==> src/rtl/hb_pkg.sv <==
package hb_pkg;
  localparam int unsigned HB_DATA_W = 64;
  localparam int unsigned HB_LG     = $clog2(HB_DATA_W);
  localparam int unsigned HB_SIZE_W = HB_LG + 1;
  localparam int unsigned HB_IDX_W  = HB_LG;
endpackage

==> src/rtl/hb_smear.sv <==
module hb_smear #(
  parameter int unsigned DATA_W = hb_pkg::HB_DATA_W,
  parameter int unsigned SIZE_W = $clog2(DATA_W) + 1
) (
  input  logic [DATA_W-1:0] in_data,
  input  logic [SIZE_W-1:0] eff_size,
  output logic [DATA_W-1:0] masked,
  output logic [DATA_W-1:0] smeared
);
  localparam int unsigned LG = $clog2(DATA_W);

  // keep only bit positions below the active width
  function automatic logic [DATA_W-1:0] width_mask(input logic [SIZE_W-1:0] w);
    logic [DATA_W-1:0] m;
    for (int i = 0; i < DATA_W; i++) m[i] = (SIZE_W'(i) < w);
    return m;
  endfunction

  // push the highest 1 downward into every lower position
  function automatic logic [DATA_W-1:0] fill_down(input logic [DATA_W-1:0] x);
    logic [DATA_W-1:0] v;
    v = x;
    for (int s = 0; s < LG; s++) v = v | (v >> (1 << s));
    return v;
  endfunction

  assign masked  = in_data & width_mask(eff_size);
  assign smeared = fill_down(masked);
endmodule

==> src/rtl/hb_popcount.sv <==
module hb_popcount #(
  parameter int unsigned DATA_W = hb_pkg::HB_DATA_W,
  parameter int unsigned CNT_W  = $clog2(DATA_W) + 1
) (
  input  logic [DATA_W-1:0] word,
  output logic [CNT_W-1:0]  count
);
  localparam int unsigned LG = $clog2(DATA_W);

  // repeating pattern: w ones, then w zeros
  function automatic logic [DATA_W-1:0] rep_mask(input int unsigned w);
    logic [DATA_W-1:0] m;
    for (int i = 0; i < DATA_W; i++) m[i] = ((i % (2 * w)) < w);
    return m;
  endfunction

  localparam logic [DATA_W-1:0] M_PAIR = rep_mask(1);
  localparam logic [DATA_W-1:0] M_NIB  = rep_mask(2);
  localparam logic [DATA_W-1:0] M_BYTE = rep_mask(4);

  function automatic logic [CNT_W-1:0] ones(input logic [DATA_W-1:0] x);
    logic [DATA_W-1:0] v;
    v = x - ((x >> 1) & M_PAIR);
    v = ((v >> 2) & M_NIB) + (v & M_NIB);
    v = ((v >> 4) + v) & M_BYTE;
    for (int s = 3; s < LG; s++) v = v + (v >> (1 << s));
    return v[CNT_W-1:0];
  endfunction

  assign count = ones(word);
endmodule

==> src/rtl/hb_index_calc.sv <==
module hb_index_calc #(
  parameter int unsigned SIZE_W = hb_pkg::HB_SIZE_W,
  parameter int unsigned IDX_W  = hb_pkg::HB_IDX_W
) (
  input  logic [SIZE_W-1:0] eff_size,
  input  logic [SIZE_W-1:0] ones_cnt,
  output logic [SIZE_W-1:0] lzc,
  output logic [IDX_W-1:0]  index,
  output logic              found
);
  // width - 1 - lzc, narrowed to the index field; only used when found
  function automatic logic [IDX_W-1:0] pos_of(input logic [SIZE_W-1:0] w,
                                              input logic [SIZE_W-1:0] z);
    logic [SIZE_W-1:0] p;
    p = w - SIZE_W'(1) - z;
    return p[IDX_W-1:0];
  endfunction

  assign lzc   = eff_size - ones_cnt;
  assign found = (ones_cnt != '0);
  assign index = found ? pos_of(eff_size, lzc) : '0;
endmodule

==> src/rtl/hb_prio_encoder.sv <==
module hb_prio_encoder #(
  parameter int unsigned DATA_W = hb_pkg::HB_DATA_W,
  parameter int unsigned SIZE_W = $clog2(DATA_W) + 1,
  parameter int unsigned IDX_W  = $clog2(DATA_W)
) (
  input  logic              clk,
  input  logic              rst,
  input  logic              in_valid,
  input  logic [DATA_W-1:0] in_data,
  input  logic [SIZE_W-1:0] in_size,
  output logic              out_valid,
  output logic              out_found,
  output logic [SIZE_W-1:0] out_lzc,
  output logic [IDX_W-1:0]  out_index
);
  localparam logic [SIZE_W-1:0] FULL = SIZE_W'(DATA_W);

  function automatic logic [SIZE_W-1:0] clamp_size(input logic [SIZE_W-1:0] s);
    return (s == '0 || s > FULL) ? FULL : s;
  endfunction

  // named internal events, visible to the assertions
  logic [SIZE_W-1:0] eff_size;
  logic [DATA_W-1:0] masked;
  logic [DATA_W-1:0] smeared;
  logic [SIZE_W-1:0] pop_cnt;
  logic [SIZE_W-1:0] nxt_lzc;
  logic [IDX_W-1:0]  nxt_index;
  logic              nxt_found;

  assign eff_size = clamp_size(in_size);

  hb_smear #(.DATA_W(DATA_W), .SIZE_W(SIZE_W)) u_smear (
    .in_data (in_data),
    .eff_size(eff_size),
    .masked  (masked),
    .smeared (smeared)
  );

  hb_popcount #(.DATA_W(DATA_W), .CNT_W(SIZE_W)) u_pop (
    .word (smeared),
    .count(pop_cnt)
  );

  hb_index_calc #(.SIZE_W(SIZE_W), .IDX_W(IDX_W)) u_idx (
    .eff_size(eff_size),
    .ones_cnt(pop_cnt),
    .lzc     (nxt_lzc),
    .index   (nxt_index),
    .found   (nxt_found)
  );

  always_ff @(posedge clk) begin
    if (rst) begin
      out_valid <= 1'b0;
      out_found <= 1'b0;
      out_lzc   <= '0;
      out_index <= '0;
    end else begin
      out_valid <= in_valid;
      if (in_valid) begin
        out_found <= nxt_found;
        out_lzc   <= nxt_lzc;
        out_index <= nxt_index;
      end
    end
  end

  // masking leaves nothing at or above the width
  a_r3_mask_bound: assert property (@(posedge clk) disable iff (rst)
    in_valid |-> ((masked >> eff_size) == '0));
  // smearing yields one unbroken run of ones from bit 0
  a_r3_smear_run: assert property (@(posedge clk) disable iff (rst)
    in_valid |-> ((smeared & (smeared + 1'b1)) == '0));
  // the population count never exceeds the width
  a_r5_count_le_width: assert property (@(posedge clk) disable iff (rst)
    in_valid |-> (pop_cnt <= eff_size));
  // an empty masked word gives the no-bit result
  a_r6_empty_result: assert property (@(posedge clk) disable iff (rst)
    (in_valid && masked == '0) |=> (!out_found && out_index == '0));
  // output valid follows input valid by one cycle
  a_r2_valid_follow: assert property (@(posedge clk) disable iff (rst)
    in_valid |=> out_valid);
  a_r2_valid_drop: assert property (@(posedge clk) disable iff (rst)
    !in_valid |=> !out_valid);
  // results hold while idle
  a_r8_hold: assert property (@(posedge clk) disable iff (rst)
    !in_valid |=> ($stable(out_found) && $stable(out_lzc) && $stable(out_index)));
  // leading-zero count stays within the clamped width
  a_r4_lzc_bound: assert property (@(posedge clk) disable iff (rst)
    out_valid |-> (out_lzc <= FULL));
endmodule

==> config.mk <==
export PLATFORM = sky130hd
export DESIGN_NAME = hb_prio_encoder
export DESIGN_NICKNAME = d
export VERILOG_FILES = /design/src/rtl/hb_pkg.sv /design/src/rtl/hb_smear.sv /design/src/rtl/hb_popcount.sv /design/src/rtl/hb_index_calc.sv /design/src/rtl/hb_prio_encoder.sv
export SDC_FILE = /design/constraint.sdc
export NUM_CORES = 1
export LEC_CHECK = 0
export BUFFER_PORTS_ARGS = -buffer_cell sky130_fd_sc_hd__buf_2
export CORE_MARGIN = 2
export CORE_UTILIZATION = 45
export CTS_CLUSTER_SIZE = 12
export DETAILED_ROUTE_END_ITERATION = 8
export PLACE_DENSITY = 0.59
export RECOVER_POWER = 50
export SLEW_MARGIN = 0
export SYNTH_ARGS = -nofsm -noshare
export SYNTH_HDL_FRONTEND = slang
export SYNTH_SLANG_ARGS = --single-unit
==> constraint.sdc <==
create_clock -name clk -period 11.6 [get_ports clk]
set_input_delay 1.16 -clock clk [delete_from_list [all_inputs] [get_ports clk]]
set_output_delay 1.16 -clock clk [all_outputs]
set_load 0.05 [all_outputs]
==> results of run 1 <==
==> layout by cell type (no fill, tap or decap), drive strengths merged, types with 12 or more instances in the layout <==
master  Yosys  final
o211ai     13     13
nand2b     14     14
nor4       13     13
o21ai      93     94
nor2      105    105
xnor2      60     60
a31oi      20     20
o31ai      15     15
ha        162    162
and2       16     16
o21a       12     12
fa         33     33
a21boi     12     12
nand2     101    101
a21o       50     50
nor3       32     32
a211oi     14     14
clkbuf      9     21
nand4      15     15
a21oi      82     82
xor2       28     28
nor2b      13     13
dfxtp      15     15
nand3      23     23
inv       101    101
buf        22    114
==> routing by layer <==
metal,GRT usage (%),part of all wire (%),vias to the layer above
met5,0,0,-
met4,9.19,3.3,0
met3,3.25,6.2,55
met2,49.1,46,354
met1,39.8,44,4529
li1,-,-,4745
==> repair_timing <==
action | in CTS | in global routing
resized for setup | 0 | 28
buffers inserted | 0 | 5
setup endpoints to repair | 0 | 10
==> power groups by stage <==
stage | clock, µW | combinational, µW | sequential [µW]
floorplan | 0 | 1390 | 134
global placement | 0 | 1750 | 82.8
detailed placement | 0 | 1780 | 83.0
CTS | 69.3 | 1790 | 82.5
global route | 70.8 | 2050 | 84.3
finish | 67.6 | 1780 | 82.7
==> through the flow <==
stage / worst slack [ns] / util [%] / cells / area [µm²]
after floorplan: 1.43 / - / 1237 / 9350
after global placement: 0.0730 / 50.4 / 1603 / 10200
after detailed placement: 0.0520 / 50.4 / 1603 / 10200
after CTS: 0.273 / 50.8 / 1607 / 10300
after global routing: 0.00470 / 51.5 / 1613 / 10400
final: 0.558 / 51.5 / 1614 / 10400
==> flip-flops by register name, summed over array words and instances (netlist names) <==
register,flops
out_found,1
out_lzc,7
out_valid,1
out_index,6
==> worst min-delay path: stages, from the launching register on <==
cell                      delay, ns
sky130_fd_sc_hd__dfxtp_1       0.31
sky130_fd_sc_hd__nand2_1       0.06
sky130_fd_sc_hd__a21oi_1       0.05
==> how the worst max path moves through the flow <==
| stage | startpoint | endpoint | slack [ns] |
|---|---|---|---|
| after floorplan | in_size[5] | out_index[5] | 1.43 |
| after global placement | in_size[1] | out_index[5] | 0.07 |
| after detailed placement | in_size[5] | out_index[5] | 0.05 |
| after CTS | in_size[5] | out_index[5] | 0.27 |
| after global routing | in_size[6] | out_index[5] | 0.005 |
| final | in_size[3] | out_index[5] | 0.56 |
==> layout make-up <==
| cell class | count | area (µm²) |
|---|---|---|
| Inverter | 104 | 398 |
| Clock inverter | 1 | 5.00 |
| Clock buffer | 3 | 75.1 |
| Multi-Input combinational cell | 1088 | 8570 |
| Fill cell | 2072 | 9850 |
| Timing Repair Buffer | 132 | 763 |
| Sequential cell | 15 | 300 |
| Antenna cell | 1 | 2.50 |
| Tap cell | 270 | 338 |
==> kinds of logic (layout without fill, tap and decap cells) <==
family	after synthesis	count (layout)	synth area share [%]
XOR/XNOR	88	88	8.24
multiplexers	3	3	0.321
AND/OR/NAND/NOR	399	399	23.1
adder cells (fa/ha/maj)	196	196	28.8
AO/OA/AOI/OAI	401	402	30.1
other	0	1	0
buffers and inverters	135	240	6.22
flip-flops	15	15	3.21
==> flow_metrics.tcl, run 1 <==
set metrics [dict create \
    r2r_setup_slack_ns 10.86 \
    via_count_of_the_first_global_routing_pass 9444 \
    dieArea_um2 21900 \
    power.share.clock_pct 3.5 \
    cts_hold_buffers_added 0 \
    count_of_pins_on_the_block_boundary 89 \
    grt_pass1_wl_um 50900 \
    min_path_type "register to register" \
    min_path_cells 2 \
    critPathCaptureType "register" \
    critical_path.reg2reg.endpoint "out_lzc[4]" \
    postRouteWirelength_um 32700 \
    hpwl_reported_at_the_end_of_detailed_placement_um 28100 \
    port_buffers 88 \
    number_of_flops_mapped_to_enable_cells_by_yosys 0 \
    clk-insertion-delay-late_ns 0.25 \
    p_comb_share_pct 92.2 \
    synth.distinct_cells 110 \
    drtAntennaViolNets 0 \
    yosys_warnings 0 \
    route.detailed.vias_per_inst 6.00 \
    syn-num-nets 1506 \
    die_height_um 148 \
    post-synth-top-area-cell "sky130_fd_sc_hd__ha_1" \
    critical_path.max_fanout 24 \
    detailroute.via_count 9683 \
    power.density_cell_area_nw_per_um2 185 \
    slew_headroom_pct 56.4 \
    cpLargestDelayFamily "adder cells" \
    min_period_ns 11.04 \
    maxClockFrequency_mhz 90.6 \
    report.final.setup_viol 0 \
    switching_power_uw 989 \
    post_synth.cell_area_avg_um2 7.56 \
    power_share_of_the_sequential_group_pct 4.3 \
    hp-start "out_index[1]" \
    drtIter0Drc 685 \
    drt_pre_antenna_iters 6 \
    initial_core_util_pct 46.1 \
    grt_antenna_before_repair 0 \
    clock-root-buffer "sky130_fd_sc_hd__clkbuf_16" \
    min_to "out_index[1]" \
    worst_path_most_repeated_cell "sky130_fd_sc_hd__fa_1" \
    synth.most_common_cell "sky130_fd_sc_hd__ha_1" \
    ctsHtreeMaxLevel 1 \
    max-clock-path-buffers 2 \
    grt_util_all_layers_pct 29.4 \
    synth_ff_type "sky130_fd_sc_hd__dfxtp_1" \
    critPathLaunchType "primary input" \
    internal_power_uw 939 \
    synth_area_leaders "sky130_fd_sc_hd__ha_1 (22%), sky130_fd_sc_hd__fa_1 (7.1%), sky130_fd_sc_hd__xnor2_1 (5.6%)" \
    flow.area_growth_from_synthesis_pct 11.7 \
    async_set_or_reset_register_ratio_after_synthesis_pct 0 \
    finalCritPeriodShare_pct 95.2 \
    reported_max_cap_violation_count 0 \
    synth_largest_type_area_fraction_pct 21.7 \
    cts.reportedPaths.clkPinSlew_ns 0.05 \
    cp.depth 41 \
    drc 0 \
    finalSetupTns_ns 0 \
    ys_ff_latch 15 \
    rsz0062_at_grt "no" \
    tritoncts "built" \
    layout.nets 1613 \
    worst_pin_slew_ns 0.648 \
    hold_violations 0 \
    fin_skew_ns 0 \
    cpMaxStageDelayCell "sky130_fd_sc_hd__or4_4" \
    final-max-slew-violation-count 0 \
    grt_max_degree 25 \
    syn_area_um2 9350 \
    cts.sink_count 15 \
    core.rowCount 52 \
    critical_path_class "primary input to register" \
    synth.cells.most_frequent "sky130_fd_sc_hd__ha_1 (162), sky130_fd_sc_hd__nor2_1 (105), sky130_fd_sc_hd__inv_1 (100)" \
    cp.arrival_ns 11.17 \
    critical_path.reg2reg.startpoint "out_lzc[4]" \
    worst_hold_slack_ns 0.476 \
    cts_inserted_buffers 3 \
    synth_sequential_area_ratio_pct 3.21 \
    vdd.ir_drop.worst_mv 0.334 \
    total_leakage_power_uw 0.00505 \
    run_status "complete, no violations" \
    power_switching_share_pct 51.3 \
    gpl.final_weighted_congestion 1.01 \
    syn_inst 1237 \
    critPathMaxStageDelay_ns 0.66 \
    critPathRequiredTime_ns 11.73 \
    design_power_total_uw 1930 \
    gr_overflow_total 0 \
    final_layout_size_suffix_gt1_share_pct 15.1 \
    wl_per_cell_um 20.2 \
    r2r_cells 3 \
    coreArea_um2 20300 \
    floorplan.die.width_um 148 \
    critical_path_buf_inv_count 7 \
]
(Power assumes the default switching activity.)
==> inputs of run 2 (changes only) <==
ABC_AREA = 1   (was unset)
==> run 2 against run 1 <==
  * Via count rose by 19%
  * Combinational power fell by 46%
  * Largest power group unchanged
  * Die area rose by 15%
  * Largest cell class unchanged
  * Clock skew did not move
  * Critical path depth rose by 17
  * Cell count rose by 39%
  * Fmax rose by 3.7%
  * Final area rose by 11%
  * Worst hold slack got worse by 0.011 ns
  * Clock power fell by 2%
  * Area after synthesis rose by 15%
==> flow_metrics.tcl, run 2 <==
set metrics [dict create \
    run_status "complete, no violations" \
    grt_max_degree 17 \
    critical_path_buf_inv_count 12 \
    critPathLaunchType "primary input" \
    fillCellCount 2681 \
    gr_overflow_total 0 \
    min_period_ns 10.65 \
    rsz0062_at_grt "no" \
    most-common-layout-cells "sky130_fd_sc_hd__nand2_1 (513), sky130_fd_sc_hd__inv_1 (289), sky130_fd_sc_hd__nor2_1 (190)" \
    via_count_of_the_first_global_routing_pass 11100 \
    hpwl_reported_at_the_end_of_detailed_placement_um 35300 \
    ctsHtreeMaxLevel 1 \
    clock-root-buffer "sky130_fd_sc_hd__clkbuf_16" \
    synth.cells.most_frequent "sky130_fd_sc_hd__nand2_1 (514), sky130_fd_sc_hd__inv_1 (289), sky130_fd_sc_hd__nor2_1 (190)" \
    synth_top_family_by_area "simple AND/OR/NAND/NOR gates" \
    synth-simple-area-share_pct 43.4 \
    critPathMaxStageDelay_ns 0.61 \
    cpLargestDelayFamily "adder cells" \
    drc 0 \
    async_set_or_reset_register_ratio_after_synthesis_pct 0 \
    p_comb_share_pct 87.0 \
    syn_area_um2 10800 \
    detailroute.via_count 11500 \
    synth_fa_ha_area_share_pct 24.9 \
    port_buffers 88 \
    cts_inserted_buffers 3 \
    synth_largest_type_area_fraction_pct 18.8 \
    critPathRequiredTime_ns 11.77 \
    cpMaxStageDelayCell "sky130_fd_sc_hd__fa_1" \
    postRouteWirelength_um 39100 \
    biggestRegsByFlops "out_lzc x7, out_index x6" \
    core.rowCount 56 \
    number_of_flops_mapped_to_enable_cells_by_yosys 0 \
    power_share_of_the_sequential_group_pct 7.0 \
    dieArea_um2 25200 \
    critical_path.max_fanout 11 \
    synth-xor-area-share_pct 5.61 \
    power.share.clock_pct 6.0 \
    min_path_type "register to register" \
    total_leakage_power_uw 0.00632 \
    syn_inst 1837 \
    worst_path_most_repeated_cell "sky130_fd_sc_hd__nand2_1" \
    hold_violations 0 \
    drtIter0Drc 791 \
    max_flop_register "out_lzc" \
    worst_pin_slew_ns 0.654 \
    cts_hold_buffers_added 0 \
    final_layout_size_suffix_gt1_share_pct 13.3 \
    grt_util_all_layers_pct 30.4 \
    report.final.setup_viol 0 \
    reported_max_cap_violation_count 0 \
    ys_ff_latch 15 \
    post_cts_buffers 0 \
    switching_power_uw 633 \
    initial_core_util_pct 45.9 \
    num_antenna_cells 0 \
    power_switching_share_pct 57.1 \
    tritoncts "built" \
    post-synth-top-area-cell "sky130_fd_sc_hd__ha_1" \
    drt_pre_antenna_iters 5 \
    synth_sequential_area_ratio_pct 2.79 \
    fin_skew_ns 0 \
    critical_path_class "primary input to register" \
    vdd.ir_drop.worst_mv 0.156 \
    synth.most_common_cell "sky130_fd_sc_hd__nand2_1" \
    muxShareOfSynthArea_pct 0 \
    slew_headroom_pct 56.2 \
    largest_register_ff_count 7 \
    die_height_um 159 \
    drtAntennaViolNets 0 \
    grt_antenna_before_repair 0 \
    finalSetupTns_ns 0 \
    post_synth.cell_area_avg_um2 5.87 \
    clk-insertion-delay-late_ns 0.24 \
    maxClockFrequency_mhz 93.9 \
    layout.nets 2194 \
    synth_area_leaders "sky130_fd_sc_hd__ha_1 (19%), sky130_fd_sc_hd__nand2_1 (18%), sky130_fd_sc_hd__inv_1 (10%)" \
    syn-num-nets 2106 \
    gpl.final_weighted_congestion 1.02 \
    synth_ff_type "sky130_fd_sc_hd__dfxtp_1" \
    coreArea_um2 23500 \
    wl_per_cell_um 17.4 \
    count_of_pins_on_the_block_boundary 89 \
    floorplan.die.width_um 159 \
    final-max-slew-violation-count 0 \
    max-clock-path-buffers 2 \
    route.detailed.vias_per_inst 5.12 \
    critPathCaptureType "register" \
    cts.sink_count 15 \
    power.density_cell_area_nw_per_um2 95.2 \
    yosys_warnings 0 \
    cts.reportedPaths.clkPinSlew_ns 0.05 \
    internal_power_uw 475 \
    synth.distinct_cells 52 \
    grt_pass1_wl_um 59800 \
    cp.arrival_ns 10.82 \
    flow.area_growth_from_synthesis_pct 8.01 \
    layout_commonest_cell "sky130_fd_sc_hd__nand2_1" \
    worst_hold_slack_ns 0.465 \
    finalCritPeriodShare_pct 91.8 \
    synth-compound-area-share_pct 10.6 \
]
[run 2: cell count changes after synthesis, sizes merged, moves of 32 or more]
cell   previous run  this run
nand3            23       158
xor2             28        60
a21o             50         2
o21ai            93        51
nor2            105       251
a21oi            82       114
nand2           101       550
inv             101       334
xnor2            60         9
[run 2: power groups by stage]
stage          combinational, µW  clock (µW)  sequential (µW)
2_1_floorplan                672           0              133
3_3_place_gp                 950           0             78.2
3_5_place_dp                 960           0             78.6
4_1_cts                      966        67.0             77.8
5_1_grt                     1070        69.3             79.9
6_report                     964        66.0             78.1
[run 2: layer usage]
| layer | vias up | GRT usage (%) | part of all wire (%) |
|---|---|---|---|
| met2 | 320 | 52.2 | 46 |
| met3 | 46 | 4.26 | 6.6 |
| li1 | 5943 | - | - |
| met1 | 5166 | 40.1 | 45 |
| met5 | - | 0 | 0 |
| met4 | 0 | 7.05 | 2.8 |
[run 2: stage by stage]
step                std cells  instance area [µm²]  worst slack (ns)  utilization, %  power (µW)
floorplan                1837                10800              2.29               -         804
global placement         2239                11600             0.747            49.3        1030
detailed placement       2239                11600             0.622            49.3        1040
CTS                      2243                11600             0.842            49.6        1110
global route             2243                11600            0.0566            49.6        1220
finish                   2243                11600             0.950            49.6        1110
[run 2: worst min-delay path: cells and delay by family (launching register included)]
family	cells	cell delay (ns)
AND/OR/NAND/NOR	1	0.06
flip-flops	1	0.30
AO/OA/AOI/OAI	1	0.05
[run 2: what timing repair did]
| action | in CTS | in global routing |
|---|---|---|
| resized for setup | 0 | 2 |
| endpoints found under the hold margin | 0 | 0 |
| setup endpoints to repair | 0 | 1 |
[run 2: final timing paths]
kind | from | to | slack [ns] | depth (start not counted)
max | in_size[5] | out_index[5] | 0.95 | 58
min | out_index[0] | out_index[0] | 0.46 | 2
max reg2reg | out_lzc[1] | out_lzc[1] | 10.94 | 2
min reg2reg | out_index[0] | out_index[0] | 0.46 | 2
[run 2: layout make-up]
cell class / count / area [µm²] / area share [%]
multi-input cells: 1474 / 9120 / 78.4
inverters: 337 / 1270 / 10.9
repair buffers: 94 / 467 / 4.01
well taps: 319 / 399 / 3.43
flip-flops and latches: 15 / 300 / 2.58
clock buffers: 4 / 78.8 / 0.677
[run 2: cells by family after synthesis]
kind of cell             count (synthesis)
XOR/XNOR                                69
AO/OA/AOI/OAI                          204
flip-flops                              15
buffers and inverters                  348
AND/OR/NAND/NOR                       1006
adder cells (fa/ha/maj)                195
